===== config.mk =====
export PLATFORM = sky130hd
export DESIGN_NAME = cfg_serial_loader
export DESIGN_NICKNAME = d
export VERILOG_FILES = /design/src/rtl/cfgl_pkg.sv /design/src/rtl/cfgl_delay.sv /design/src/rtl/cfgl_lane_pick.sv /design/src/rtl/cfgl_bit_clock.sv /design/src/rtl/cfg_serial_loader.sv
export SDC_FILE = /design/constraint.sdc
export NUM_CORES = 1
export LEC_CHECK = 0
export BUFFER_PORTS_ARGS = -buffer_cell sky130_fd_sc_hd__buf_4
export CAP_MARGIN = 0
export CORE_UTILIZATION = 45
export CTS_CLUSTER_DIAMETER = 40
export DETAILED_ROUTE_END_ITERATION = 8
export PLACE_DENSITY = 0.65
export SLEW_MARGIN = 5
export SYNTH_ARGS = -nofsm -noshare
export SYNTH_HDL_FRONTEND = slang
export SYNTH_SLANG_ARGS = --single-unit
export TNS_END_PERCENT = 30

===== constraint.sdc =====
create_clock -name clk -period 2.7 [get_ports clk]
set_clock_uncertainty 0.1 [all_clocks]
set_input_delay 0.135 -clock clk [delete_from_list [all_inputs] [get_ports clk]]
set_output_delay 0.135 -clock clk [all_outputs]
set_load 0.1 [all_outputs]

===== src/rtl/cfgl_pkg.sv =====
package cfgl_pkg;

   typedef enum logic [2:0] {
      ST_IDLE  = 3'd0,
      ST_PWR   = 3'd1,
      ST_HOLD  = 3'd2,
      ST_PROG  = 3'd3,
      ST_FETCH = 3'd4,
      ST_SHIFT = 3'd5
   } cfgl_state_t;

   function automatic int cfgl_max3(input int a, input int b, input int c);
      int m;
      m = (a > b) ? a : b;
      return (m > c) ? m : c;
   endfunction

   function automatic bit cfgl_is_pow2(input int v);
      return (v > 0) && ((v & (v - 1)) == 0);
   endfunction

endpackage


===== src/rtl/cfgl_delay.sv =====
module cfgl_delay #(
   parameter int W = 8
) (
   input  logic         clk,
   input  logic         rst_n,
   input  logic         load,
   input  logic [W-1:0] load_val,
   output logic         expired
);

   logic [W-1:0] cnt_q;

   always_ff @(posedge clk or negedge rst_n) begin
      if (!rst_n) begin
         cnt_q <= '0;
      end else if (load) begin
         cnt_q <= load_val;
      end else if (cnt_q != '0) begin
         cnt_q <= cnt_q - 1'b1;
      end
   end

   assign expired = (cnt_q == '0);

endmodule


===== src/rtl/cfgl_lane_pick.sv =====
module cfgl_lane_pick #(
   parameter int WORD_W = 32,
   parameter int BYTE_W = 8,
   parameter bit REV_EN = 1'b1,
   parameter int SEL_W  = $clog2(WORD_W / BYTE_W)
) (
   input  logic [WORD_W-1:0] word,
   input  logic              rev,
   input  logic [SEL_W-1:0]  seq,
   output logic [BYTE_W-1:0] lane
);

   localparam int LANES = WORD_W / BYTE_W;

   logic [BYTE_W-1:0] lanes [LANES];
   logic [SEL_W-1:0]  sel;

   for (genvar g = 0; g < LANES; g++) begin : g_lane
      assign lanes[g] = word[g*BYTE_W +: BYTE_W];
   end

   if (REV_EN) begin : g_rev
      // LANES is a power of two, so ~seq is LANES-1-seq
      assign sel = rev ? ~seq : seq;
   end else begin : g_fwd
      logic unused_rev;
      assign unused_rev = rev;
      assign sel = seq;
   end

   assign lane = lanes[sel];

endmodule


===== src/rtl/cfgl_bit_clock.sv =====
module cfgl_bit_clock #(
   parameter int HI_CYC = 1,
   parameter int LO_CYC = 1,
   parameter int BITS   = 32,
   parameter int IDX_W  = $clog2(BITS)
) (
   input  logic             clk,
   input  logic             rst_n,
   input  logic             go,
   output logic             cclk,
   output logic             word_end,
   output logic [IDX_W-1:0] bit_idx
);

   localparam int PH_MAX = (HI_CYC > LO_CYC) ? HI_CYC : LO_CYC;
   localparam int PH_W   = (PH_MAX > 1) ? $clog2(PH_MAX) : 1;

   logic             act_q;
   logic             hi_q;
   logic [PH_W-1:0]  ph_q;
   logic [IDX_W-1:0] idx_q;
   logic             ph_end;

   assign ph_end   = (ph_q == '0);
   assign word_end = act_q && hi_q && ph_end && (idx_q == IDX_W'(BITS - 1));

   always_ff @(posedge clk or negedge rst_n) begin
      if (!rst_n) begin
         act_q <= 1'b0;
         hi_q  <= 1'b0;
         ph_q  <= '0;
         idx_q <= '0;
      end else if (go) begin
         act_q <= 1'b1;
         hi_q  <= 1'b0;
         ph_q  <= PH_W'(LO_CYC - 1);
         idx_q <= '0;
      end else if (act_q && ph_end) begin
         if (!hi_q) begin
            hi_q <= 1'b1;
            ph_q <= PH_W'(HI_CYC - 1);
         end else if (word_end) begin
            act_q <= 1'b0;
            hi_q  <= 1'b0;
         end else begin
            hi_q  <= 1'b0;
            ph_q  <= PH_W'(LO_CYC - 1);
            idx_q <= idx_q + 1'b1;
         end
      end else if (act_q) begin
         ph_q <= ph_q - 1'b1;
      end
   end

   assign cclk    = act_q && hi_q;
   assign bit_idx = idx_q;

endmodule


===== src/rtl/cfg_serial_loader.sv =====
module cfg_serial_loader #(
   parameter int WORD_W       = 32,
   parameter int BYTE_W       = 8,
   parameter int CNT_W        = 16,
   parameter int PWR_WAIT_CYC = 1_200_000,
   parameter int HOLD_CYC     = 24_000,
   parameter int PROG_LOW_CYC = 1_200_000,
   parameter int CCLK_HI_CYC  = 1,
   parameter int CCLK_LO_CYC  = 1,
   parameter bit REV_EN       = 1'b1
) (
   input  logic              clk,
   input  logic              rst_n,
   input  logic              start_i,
   input  logic [CNT_W-1:0]  word_count_i,
   input  logic              byte_rev_i,
   input  logic [WORD_W-1:0] word_data_i,
   input  logic              word_valid_i,
   output logic              word_ready_o,
   output logic              pwr_en_o,
   output logic              cfg_reset_n_o,
   output logic              cfg_clk_o,
   output logic              cfg_data_o,
   output logic              busy_o,
   output logic              done_o
);
   import cfgl_pkg::*;

   localparam int LANES   = WORD_W / BYTE_W;
   localparam int SEL_W   = $clog2(LANES);
   localparam int LO_W    = $clog2(BYTE_W);
   localparam int IDX_W   = $clog2(WORD_W);
   localparam int DLY_MAX = cfgl_max3(PWR_WAIT_CYC, HOLD_CYC, PROG_LOW_CYC);
   localparam int TMR_W   = $clog2(DLY_MAX + 1);

   if (!cfgl_is_pow2(BYTE_W) || BYTE_W < 2) begin : g_bad_byte
      $error("BYTE_W must be a power of two of at least 2");
   end
   if (!cfgl_is_pow2(LANES) || LANES < 2 || (WORD_W % BYTE_W) != 0) begin : g_bad_word
      $error("WORD_W must hold a power-of-two count of at least two bytes");
   end
   if (PWR_WAIT_CYC < 1 || HOLD_CYC < 1 || PROG_LOW_CYC < 1) begin : g_bad_dly
      $error("sequence delays must be at least one cycle");
   end
   if (CCLK_HI_CYC < 1 || CCLK_LO_CYC < 1) begin : g_bad_clk
      $error("clock phases must be at least one cycle");
   end

   cfgl_state_t       st_q, st_d;
   logic [CNT_W-1:0]  left_q;
   logic              rev_q;
   logic              pwr_q;
   logic              done_q;
   logic [WORD_W-1:0] word_q;

   logic              tmr_load;
   logic [TMR_W-1:0]  tmr_val;
   logic              tmr_zero;
   logic              go;
   logic              take;
   logic              finish;
   logic              launch;
   logic              word_end;
   logic              clk_hi;
   logic [IDX_W-1:0]  bit_idx;
   logic [BYTE_W-1:0] lane;
   logic [LO_W-1:0]   msb_pos;

   cfgl_delay #(.W(TMR_W)) u_delay (
      .clk      (clk),
      .rst_n    (rst_n),
      .load     (tmr_load),
      .load_val (tmr_val),
      .expired  (tmr_zero)
   );

   cfgl_bit_clock #(
      .HI_CYC (CCLK_HI_CYC),
      .LO_CYC (CCLK_LO_CYC),
      .BITS   (WORD_W)
   ) u_bitclk (
      .clk      (clk),
      .rst_n    (rst_n),
      .go       (go),
      .cclk     (clk_hi),
      .word_end (word_end),
      .bit_idx  (bit_idx)
   );

   cfgl_lane_pick #(
      .WORD_W (WORD_W),
      .BYTE_W (BYTE_W),
      .REV_EN (REV_EN)
   ) u_lane (
      .word (word_q),
      .rev  (rev_q),
      .seq  (bit_idx[IDX_W-1:LO_W]),
      .lane (lane)
   );

   always_comb begin
      st_d     = st_q;
      tmr_load = 1'b0;
      tmr_val  = '0;
      go       = 1'b0;
      take     = 1'b0;
      finish   = 1'b0;
      launch   = 1'b0;
      unique case (st_q)
         ST_IDLE: begin
            if (start_i) begin
               launch   = 1'b1;
               st_d     = ST_PWR;
               tmr_load = 1'b1;
               tmr_val  = TMR_W'(PWR_WAIT_CYC - 1);
            end
         end
         ST_PWR: begin
            if (tmr_zero) begin
               st_d     = ST_HOLD;
               tmr_load = 1'b1;
               tmr_val  = TMR_W'(HOLD_CYC - 1);
            end
         end
         ST_HOLD: begin
            if (tmr_zero) begin
               st_d     = ST_PROG;
               tmr_load = 1'b1;
               tmr_val  = TMR_W'(PROG_LOW_CYC - 1);
            end
         end
         ST_PROG: begin
            if (tmr_zero) begin
               if (left_q == '0) begin
                  st_d   = ST_IDLE;
                  finish = 1'b1;
               end else begin
                  st_d = ST_FETCH;
               end
            end
         end
         ST_FETCH: begin
            if (word_valid_i) begin
               take = 1'b1;
               go   = 1'b1;
               st_d = ST_SHIFT;
            end
         end
         ST_SHIFT: begin
            if (word_end) begin
               if (left_q == CNT_W'(1)) begin
                  st_d   = ST_IDLE;
                  finish = 1'b1;
               end else begin
                  st_d = ST_FETCH;
               end
            end
         end
         default: st_d = ST_IDLE;
      endcase
   end

   always_ff @(posedge clk or negedge rst_n) begin
      if (!rst_n) begin
         st_q   <= ST_IDLE;
         left_q <= '0;
         rev_q  <= 1'b0;
         pwr_q  <= 1'b0;
         done_q <= 1'b0;
         word_q <= '0;
      end else begin
         st_q   <= st_d;
         done_q <= finish;
         if (launch) begin
            left_q <= word_count_i;
            rev_q  <= byte_rev_i;
            pwr_q  <= 1'b1;
         end else if (st_q == ST_SHIFT && word_end) begin
            left_q <= left_q - 1'b1;
         end
         if (take) begin
            word_q <= word_data_i;
         end
      end
   end

   assign msb_pos       = LO_W'(BYTE_W - 1) - bit_idx[LO_W-1:0];
   assign word_ready_o  = (st_q == ST_FETCH);
   assign pwr_en_o      = pwr_q;
   assign cfg_reset_n_o = (st_q != ST_PROG);
   assign cfg_clk_o     = clk_hi;
   assign cfg_data_o    = (st_q == ST_SHIFT) && lane[msb_pos];
   assign busy_o        = (st_q != ST_IDLE);
   assign done_o        = done_q;

endmodule


==> flow_summary.yaml, run 1 <==
status:
  status: "finished, final reports clean"
power_and_ir_drop:
  peakVddDrop_mv: 0.242
  internal_power_mw: 1.78
  clockPowerShare_pct: 40.3
  p_sw_mw: 0.539
  p_leak_nw: 2.39
  pwr_density_cell_mw_per_mm2: 403
  pwr-share-seq_pct: 53.6
  pwr-share-comb_pct: 6.1
  sw_frac_of_total_pct: 23.3
  design_power_total_mw: 2.32
cts:
  clkLatencyLatePin_ns: 0.36
  numCtsBuffers: 9
  clockBufferDepth: 2
  clk_pin_slew_ns: 0.09
  root_buffer: "clkbuf_8"
  cts_setup_buffers: 0
  cts_tree: "done"
  cts.sink_count: 83
  htree_levels: 3
die:
  die_h_um: 101
  rows: 35
  start_util_pct: 47.2
  core_mm2: 0.00937
  die_area_mm2: 0.0102
  die_w_um: 101
  num_io_pins: 60
setup_path:
  cp_common_cell: "or4_4"
  critPathKind: "flip-flop to flip-flop"
  rrSetupSlack_ns: 0.12
  reg2reg_depth: 6
  cp_cell_sequence: "or4_4, or4_4, nor3_4, buf_4, nor3_1, nand3b_1"
  cp.required_ns: 2.80
  cp_slowest_cell: "or4_4"
  path_buf_inv: 1
  path_max_fanout: 16
  crit_path_end_kind: "flip-flop"
  cpPeakStageDelay_ns: 0.57
  cp.arrival_ns: 2.68
  cp.depth: 6
  cp_top_family: "simple AND/OR/NAND/NOR gates"
  worstSetupStartpointType: "flip-flop"
timing:
  timing.hold.ws_ns: 0.0776
  fmax_ghz: 0.388
  final_max_slew_viol_count: 0
  hold_viol: 0
  setup_viol: 0
  relSlewSlack_pct: 29.9
  setup_slack_ns: 0.123
  period_share_pct: 95.4
  worst_pin_slew_ns: 1.05
  fin_crit_ns: 2.58
synthesis:
  synth-adder-area-share_pct: 1.70
  synth-edff-count: 0
  synth_simple_gate_area_share_pct: 17.8
  synthCells: 418
  netlist_area_mm2: 0.00443
  synth-seq-area-share_pct: 46.9
  ys_warn_count: 0
  async_flop_share_pct: 100
  netlist-cell-type-count: 58
  synth_top_family_by_area: "simple AND/OR/NAND/NOR gates"
  synth_area_per_cell_um2: 10.6
  ys_ff_latch: 83
  synth_nets: 477
  synthXorXnorAreaFrac_pct: 5.54
  synth_compound_area_share_pct: 9.52
  synth.area.mux_share_pct: 14.9
  ys.flop_type: "dfrtp_1"
place:
  detailedPlace.worstSlack_ns: 0.140
  post_dp_cell_area_mm2: 0.00502
  io_buffers: 59
  hpwl_um: 6490
  gp_congestion: 0.758
routing:
  drt_first_iter_violations: 108
  avgRoutedWirePerCell_um: 14.7
  vias: 3513
  via_per_inst: 5.33
  drc: 0
  ant_nets: 0
  dr.pass1.iters: 4
  wirelength_um: 9660
finish:
  n_antenna_cell: 0
  fill_cells: 780
  fin_nets: 584
  drive_gt1_share_pct: 27.7
  seq_area_mm2: 0.00208
  multi_input_area_mm2: 0.00221
  final_area_mm2: 0.00575
  areaGrowthSynthToFinish_pct: 29.8
min_path:
  hold_depth: 4
  hold_path.class: "input pin to flip-flop"
grt:
  grt_pass1_wl_um: 16400
  top_usage_layer: "met2"
  met2_usage_pct: 33.6
  antenna_found_initial: 0
  use_met3_pct: 3.59
  grt_pass1_vias: 3494
  grt_use_total_pct: 20.4
  grt_max_degree: 84
  use_met1_pct: 27.1
  grt.overflow.total: 0
flow_run:
  cap_violations: 0
per-layer routing:
| layer | wire, um | vias to the layer above |
|---|---|---|
| met5 | 0 | - |
| met4 | 167 | 0 |
| met3 | 256 | 17 |
| met2 | 4820 | 61 |
| met1 | 4410 | 1719 |
| li1 | - | 1716 |
Yosys cell counts (3+ instances only):
cell / n / share of area, %
nand3b_1: 5 / 0.85
or4_1: 6 / 1.0
nor3_1: 8 / 0.90
o21ai_1: 4 / 0.45
a211oi_1: 3 / 0.51
nand2_1: 36 / 3.1
and3_1: 3 / 0.42
nor3b_1: 3 / 0.51
nor2_1: 27 / 2.3
nor4_1: 9 / 1.3
mux2i_1: 11 / 2.5
a21oi_1: 9 / 1.0
inv_1: 10 / 0.85
xor2_1: 15 / 3.0
nand2b_1: 5 / 0.71
mux4_2: 8 / 4.1
o21ai_0: 22 / 2.5
or2_2: 6 / 0.85
xnor2_1: 13 / 2.6
mux2_2: 33 / 8.4
o211ai_1: 6 / 1.0
and2_1: 3 / 0.42
ha_1: 6 / 1.7
nand4_1: 3 / 0.42
clkbuf_1: 17 / 1.4
buf_1: 5 / 0.42
nand3_1: 11 / 1.2
or3_1: 9 / 1.3
dfrtp_1: 83 / 47
registers in the layout (all words and copies together), names as in the netlist:
signal            flops
word_q               32
u_delay.cnt_q        21
left_q               16
u_bitclk.bit_idx      5
st_q                  3
done_o                1
pwr_en_o              1
rev_q                 1
u_bitclk.act_q        1
u_bitclk.hi_q         1
u_bitclk.ph_q         1
cell usage in the layout, fill, tap and decap left out, types with 8 or more instances in the layout:
cell / instances
dlygate4sd3_1: 50
mux2i_1: 11
mux2_2: 33
nand3_1: 11
nor3_1: 8
clkbuf_8: 9
xor2_1: 14
or3_1: 9
a21oi_1: 9
o21ai_0: 22
dfrtp_1: 82
xnor2_1: 13
mux4_2: 8
nand2_1: 36
inv_1: 10
buf_4: 71
nor4_1: 9
nor2_1: 26
kinds of logic after synthesis:
group | count (synthesis)
flops | 83
fa+ha+maj | 6
mux | 52
xor+xnor | 28
buf+inv | 37
simple gates | 146
compound gates | 66
worst min-delay path, delay by kind of cell:
family | cells | cell delay (ns)
compound gates | 2 | 0.21
buf+inv | 1 | 0.09
simple gates | 1 | 0.05
power groups by stage:
| stage | clock, mW | combinational (mW) | sequential, mW |
|---|---|---|---|
| 2_1_floorplan | 0 | 0.000718 | 1.27 |
| 3_3_place_gp | 0 | 0.0838 | 1.27 |
| 3_5_place_dp | 0 | 0.0845 | 1.27 |
| 4_1_cts | 0.959 | 0.142 | 1.24 |
| 5_1_grt | 1.02 | 0.154 | 1.24 |
| 6_report | 0.933 | 0.141 | 1.24 |
layout make-up:
cell class              instances  area share (%)
clock inverters                 7            1.39
repair buffers                123            18.4
clock buffers                   9            2.15
flip-flops and latches         83            36.1
inverters                      10           0.653
well taps                     129            2.81
multi-input cells             298            38.5
worst paths after layout:
check | endpoint | startpoint
max reg2reg | u_delay.cnt_q[4] | u_delay.cnt_q[7]
min reg2reg | u_bitclk.ph_q | u_bitclk.act_q
min in group asynchronous | u_delay.cnt_q[13] | rst_n
max | u_delay.cnt_q[4] | u_delay.cnt_q[7]
max in group asynchronous | rev_q | rst_n
min | st_q[0] | start_i
timing repair:
| action | CTS | global route |
|---|---|---|
| resized for setup | 0 | 6 |
| hold buffers | 50 | 0 |
| endpoints found under the hold margin | 132 | 0 |
| endpoints found under the setup margin | 0 | 1 |
metrics by stage:
stage          cells  TNS, ns  utilization (%)
2_1_floorplan    418        0                -
3_3_place_gp     593        0             53.6
3_5_place_dp     593        0             53.6
4_1_cts          659        0             61.1
5_1_grt          659  -0.0240             61.3
6_report         659        0             61.3
Note: power is estimated with default switching activity, not from simulation.
==> inputs of run 2 (changes only) <==
Settings changed: ABC_AREA from default to 1.
==> run 2 against run 1 <==
Worst hold slack worse by 0.071 ns. Routed wire length is 20% higher. Maximum frequency is 5.2% higher. Sequential share of layout area is 1.5 points lower. Register-to-register slack better by 0.42 ns. Critical endpoint is now cfg_data_o. Largest power group is now combinational cells. Via count is 23% higher. Sequential cell count stayed put.
==> flow_summary.yaml, run 2 <==
die:
  core_mm2: 0.0103
  rows: 37
  die_w_um: 105
  die_h_um: 105
  start_util_pct: 46.2
  die_area_mm2: 0.0110
  num_io_pins: 60
setup_path:
  cp.arrival_ns: 2.21
  cpPeakStageDelay_ns: 0.41
  cp_top_family: "simple AND/OR/NAND/NOR gates"
  critPathKind: "flip-flop to primary output"
  crit_path_end_kind: "primary output"
  cp.required_ns: 2.47
  cp_slowest_cell: "dfrtp_1"
  cp_cell_sequence: "inv_1, nand2_1, nand2_1, nand2_1, nand3_1, nand3_1, nand3_1, nand2_1, nand2_1, nand2_1, nor2_2, buf_4"
  path_buf_inv: 2
  cp_common_cell: "nand2_1"
  worstSetupStartpointType: "flip-flop"
  path_max_fanout: 8
routing:
  avgRoutedWirePerCell_um: 13.5
  wirelength_um: 11600
  via_per_inst: 5.04
  dr.pass1.iters: 7
  vias: 4332
  ant_nets: 0
  drt_first_iter_violations: 195
  drc: 0
synthesis:
  netlist-cell-type-count: 41
  synth.most_common_cell: "nand2_1"
  netlist_area_mm2: 0.00475
  synth_nets: 675
  ys_warn_count: 0
  synth_area_per_cell_um2: 7.70
  ys_ff_latch: 83
  async_flop_share_pct: 100
  synth-seq-area-share_pct: 43.8
  ys.flop_type: "dfrtp_1"
  synth-edff-count: 0
  synth_common_cells: "198 x nand2_1, 83 x dfrtp_1, 64 x nor2_1"
  yosys.area.top_type: "dfrtp_1"
  synth.area.top_cells: "dfrtp_1 44%, nand2_1 16%, nand3_1 6.0%"
  yosys.area.top_type_share_pct: 43.8
  synthCells: 616
grt:
  grt_use_total_pct: 22.7
  grt.overflow.total: 0
  grt_pass1_wl_um: 19800
  grt_pass1_vias: 4214
  antenna_found_initial: 0
  grt_max_degree: 46
finish:
  top_register: "word_q"
  n_antenna_cell: 0
  largest_reg_flops: 32
  fin_nets: 780
  final_util_pct: 58.3
  mostFrequentLayoutCell: "nand2_1"
  areaGrowthSynthToFinish_pct: 26.2
  drive_gt1_share_pct: 18.8
  reg_top3: "word_q x32, u_delay.cnt_q x21, left_q x16"
  final_cell_mix: "198 x nand2_1, 83 x dfrtp_1, 63 x nor2_1, 63 x buf_4, 57 x nand3_1"
place:
  io_buffers: 59
  gp_congestion: 0.863
  hpwl_um: 8120
timing:
  period_share_pct: 90.7
  setup_viol: 0
  timing.hold.ws_ns: 0.00709
  hold_viol: 0
  rsz0062_at_grt: "false"
  final_max_slew_viol_count: 0
  fin_tns_setup_ns: 0
  fin_crit_ns: 2.45
  worst_pin_slew_ns: 0.666
  fmax_ghz: 0.408
  relSlewSlack_pct: 55.6
power_and_ir_drop:
  pwr_density_cell_mw_per_mm2: 948
  p_leak_nw: 2.89
  peakVddDrop_mv: 0.618
flow_run:
  cap_violations: 0
cts:
  cts_tree: "done"
  numCtsBuffers: 9
  clk_pin_slew_ns: 0.09
  htree_levels: 3
  cts.sink_count: 83
  root_buffer: "clkbuf_8"
  clockBufferDepth: 2
  cts-resized-gates: 0
  clkLatencyLatePin_ns: 0.36
min_path:
  hold_path.class: "input pin to flip-flop"
status:
  status: "finished, final reports clean"
run 2: worst paths after layout:
check,start,end,slack [ns],cells after the start
max in group asynchronous,rst_n,left_q[2],1.70,3
max reg2reg,u_bitclk.bit_idx[0],left_q[10],0.54,9
min reg2reg,word_q[2],word_q[2],0.38,2
max,u_bitclk.bit_idx[3],cfg_data_o,0.25,12
min in group asynchronous,rst_n,u_delay.cnt_q[6],0.18,2
min,word_count_i[14],left_q[14],0.007,3
run 2: timing repair:
action                                  CTS  global route
hold endpoints to repair                 81             0
hold buffers                             44             0
buffers inserted                          0             0
endpoints found under the setup margin    0             0
run 2: layer usage:
| layer | track usage, % | part of all wire [%] | vias to the layer above |
|---|---|---|---|
| met2 | 36.5 | 47 | 96 |
| met5 | 0 | 0 | - |
| li1 | - | - | 2184 |
| met3 | 2.68 | 3.5 | 15 |
| met1 | 31.0 | 48 | 2037 |
| met4 | 9.46 | 1.9 | 0 |
run 2: cell type report:
class	count	area (um2)
clock buffer	10	138
clock inverter	4	76.3
fill	964	4290
inverter	56	213
multi-input combinational	463	2380
sequential	83	2080
tap	136	170
timing repair buffer	108	933
run 2: metrics by stage:
stage          worst slack, ns  power (mW)  cells  cell area, um2
6_report                 0.252        5.68    860            5990
5_1_grt                 0.0597        6.15    860            5990
4_1_cts                  0.267        5.69    860            5990
3_5_place_dp             0.561        4.63    802            5340
3_3_place_gp             0.656        4.56    802            5340
2_1_floorplan            0.465        3.99    616            4750
run 2: where the power goes:
group          switching (mW)  internal (mW)
clock                   0.460          0.538
sequential              0.390           1.70
combinational            1.69          0.897
total                    2.54           3.14
run 2: cell families (layout without fill, tap and decap cells):
| group | Yosys count | after routing | synth area share (%) |
|---|---|---|---|
| adder cells (fa/ha/maj) | 6 | 6 | 1.58 |
| AO/OA/AOI/OAI | 58 | 58 | 8.01 |
| AND/OR/NAND/NOR | 380 | 380 | 37.1 |
| buffers and inverters | 70 | 178 | 6.06 |
| XOR/XNOR | 19 | 19 | 3.51 |
| flip-flops | 83 | 83 | 43.8 |
run 2: worst min-delay path: cells and delay by family:
kind | cells | cell delay, ns
buf+inv | 1 | 0.07
compound gates | 2 | 0.21
==> inputs of run 3 (changes only) <==
Settings changed: CELL_PAD_IN_SITES_DETAIL_PLACEMENT from default to 1, CELL_PAD_IN_SITES_GLOBAL_PLACEMENT from default to 1, CORE_UTILIZATION 45 to 43, PLACE_DENSITY 0.65 to 0.8.
==> run 3 against run 2 <==
Register-to-register slack got worse by 0.08 ns. Die area increased by 4.6%. Non-clock buffer count unchanged. Critical path depth is the same. Sequential cell count unchanged. Sequential share of layout area shrank 0.10 points. Global-route usage is 3.4 points higher. Maximum frequency shrank 2.9%. Worst hold slack improved by 0.012 ns. Clock-buffer cell count is 1 higher. Via count is 4.1% higher. Largest cell class unchanged. Largest power group unchanged.
==> flow_summary.yaml, run 3 (synthesized netlist as in run 2, its figures left out) <==
status:
  status: "finished, final reports clean"
min_path:
  hold_path.class: "input pin to flip-flop"
  min_to: "left_q[15]"
  hold_depth: 5
  min-delay-start: "word_count_i[15]"
finish:
  fill_cells: 1309
  multi_input_area_mm2: 0.00239
  seq_area_mm2: 0.00208
  top_register: "word_q"
  fin_nets: 780
  mostFrequentLayoutCell: "nand2_1"
  final_area_mm2: 0.00601
  areaGrowthSynthToFinish_pct: 26.6
  n_antenna_cell: 0
  largest_reg_flops: 32
  final_cell_mix: "197 x nand2_1, 83 x dfrtp_1, 63 x nor2_1"
  drive_gt1_share_pct: 18.9
  reg_top3: "word_q x32, u_delay.cnt_q x21, left_q x16"
cts:
  clockBufferDepth: 2
  clk_pin_slew_ns: 0.09
  clkLatencyLatePin_ns: 0.39
  cts_setup_buffers: 0
  cts.sink_count: 83
  root_buffer: "clkbuf_8"
  numCtsBuffers: 9
  htree_levels: 3
  cts_tree: "done"
routing:
  drc: 0
  ant_nets: 0
  vias: 4508
  dr.pass1.iters: 4
  wirelength_um: 13600
  avgRoutedWirePerCell_um: 15.8
  drt_first_iter_violations: 226
  via_per_inst: 5.23
setup_path:
  crit_path_end_kind: "primary output"
  rrSetupSlack_ns: 0.46
  reg2reg_from: "u_bitclk.bit_idx[0]"
  cpPeakStageDelay_ns: 0.42
  cp_cell_sequence: "inv_1, nand2_4, nand2_4, nand2_1, nand3_1, nand3_1, nand3_1, nand2_1, nand2_1, nand2_1, nor2_2, buf_4"
  cp_slowest_cell: "dfrtp_1"
  worstSetupStartpointType: "flip-flop"
  cp.required_ns: 2.47
  critPathKind: "flip-flop to primary output"
  path_buf_inv: 2
  cp_common_cell: "nand2_1"
  r2r_end: "left_q[9]"
  cp.arrival_ns: 2.29
  path_max_fanout: 15
  reg2reg_depth: 10
  cp_top_family: "simple AND/OR/NAND/NOR gates"
timing:
  worst_pin_slew_ns: 1.13
  relSlewSlack_pct: 24.9
  rsz0062_at_grt: "false"
  fin_tns_setup_ns: 0
  period_share_pct: 93.4
  final_max_slew_viol_count: 0
  fin_crit_ns: 2.52
  fmax_ghz: 0.397
  hold_viol: 0
  setup_viol: 0
power_and_ir_drop:
  clockPowerShare_pct: 18.3
  pwr-share-comb_pct: 45.6
  pwr_density_cell_mw_per_mm2: 976
  internal_power_mw: 3.17
  sw_frac_of_total_pct: 46.0
  peakVddDrop_mv: 0.747
  p_leak_nw: 2.89
  p_sw_mw: 2.69
  pwr-share-seq_pct: 36.1
die:
  die_area_mm2: 0.0115
  start_util_pct: 45.2
  die_h_um: 107
  rows: 37
  core_mm2: 0.0105
  die_w_um: 107
  num_io_pins: 60
grt:
  grt.overflow.total: 0
  grt_max_degree: 84
  antenna_found_initial: 0
  grt_use_total_pct: 26.1
  grt_pass1_wl_um: 23100
  grt_pass1_vias: 4808
place:
  post_dp_cell_area_mm2: 0.00531
  gp_congestion: 0.797
  hpwl_um: 9450
  io_buffers: 59
flow_run:
  cap_violations: 0
==> run 3: changes by cell type in the layout (fill, tap and decap cells not counted) <==
cell,previous run,this run
dlygate4sd3_1,44,46
buf_12,1,0
buf_4,63,62
clkbuf_8,10,11
clkinv_4,1,2
nand2_1,198,197
nand2_2,6,7
==> run 3: timing repair <==
item	4_1_cts	5_1_grt
setup endpoints to repair	0	1
hold buffers	45	1
hold endpoints to repair	127	1
gates resized for setup	0	1
==> run 3: per-layer routing <==
layer	wire (um)	part of all wire [%]	GRT usage, %	vias up
li1	-	-	-	2181
met5	0	0	0	-
met3	452	3.3	5.96	16
met1	6200	46	32.9	2230
met2	6770	50	44.1	81
met4	178	1.3	8.41	0
==> run 3: cell type report <==
cell class,count,area share [%]
multi-input combinational,463,39.7
sequential,83,34.6
timing repair buffer,108,15.4
inverter,56,3.54
tap,136,2.83
clock buffer,11,2.52
clock inverter,5,1.42
==> run 3: how the worst max path moves through the flow <==
stage	from	endpoint	slack (ns)	cells after the start
2_1_floorplan	u_bitclk.bit_idx[3]	cfg_data_o	0.47	12
3_3_place_gp	u_bitclk.bit_idx[0]	left_q[9]	0.58	10
3_5_place_dp	u_bitclk.bit_idx[0]	left_q[9]	0.50	10
4_1_cts	u_bitclk.bit_idx[3]	cfg_data_o	0.08	12
5_1_grt	u_bitclk.bit_idx[3]	cfg_data_o	0.009	14
6_report	u_bitclk.bit_idx[3]	cfg_data_o	0.18	12
==> run 3: power by group through the flow <==
stage	registers, mW	logic, mW	clock network [mW]
3_3_place_gp	2.10	2.48	0
6_report	2.12	2.67	1.07
3_5_place_dp	2.12	2.62	0
2_1_floorplan	1.99	1.99	0
4_1_cts	2.10	2.68	1.10
5_1_grt	2.17	3.01	1.15
==> run 3: tightest hold or removal path: stages <==
cell and delay, ns:
buf_4 0.07, nor2_1 0.03, nor2_1 0.09, o21ai_0 0.09, nand2_1 0.06
==> run 3: through the flow <==
step                std cells  total power, mW  util (%)  hold slack, ns  setup WS, ns
global route              862             6.33      57.2          0.0348       0.00857
finish                    862             5.86      57.2          0.0195         0.179
detailed placement        800             4.73      50.5           0.241         0.502
global placement          800             4.58      50.5           0.236         0.577
floorplan                 616             3.99         -          -0.261         0.465
CTS                       861             5.89      57.1         0.00185        0.0816
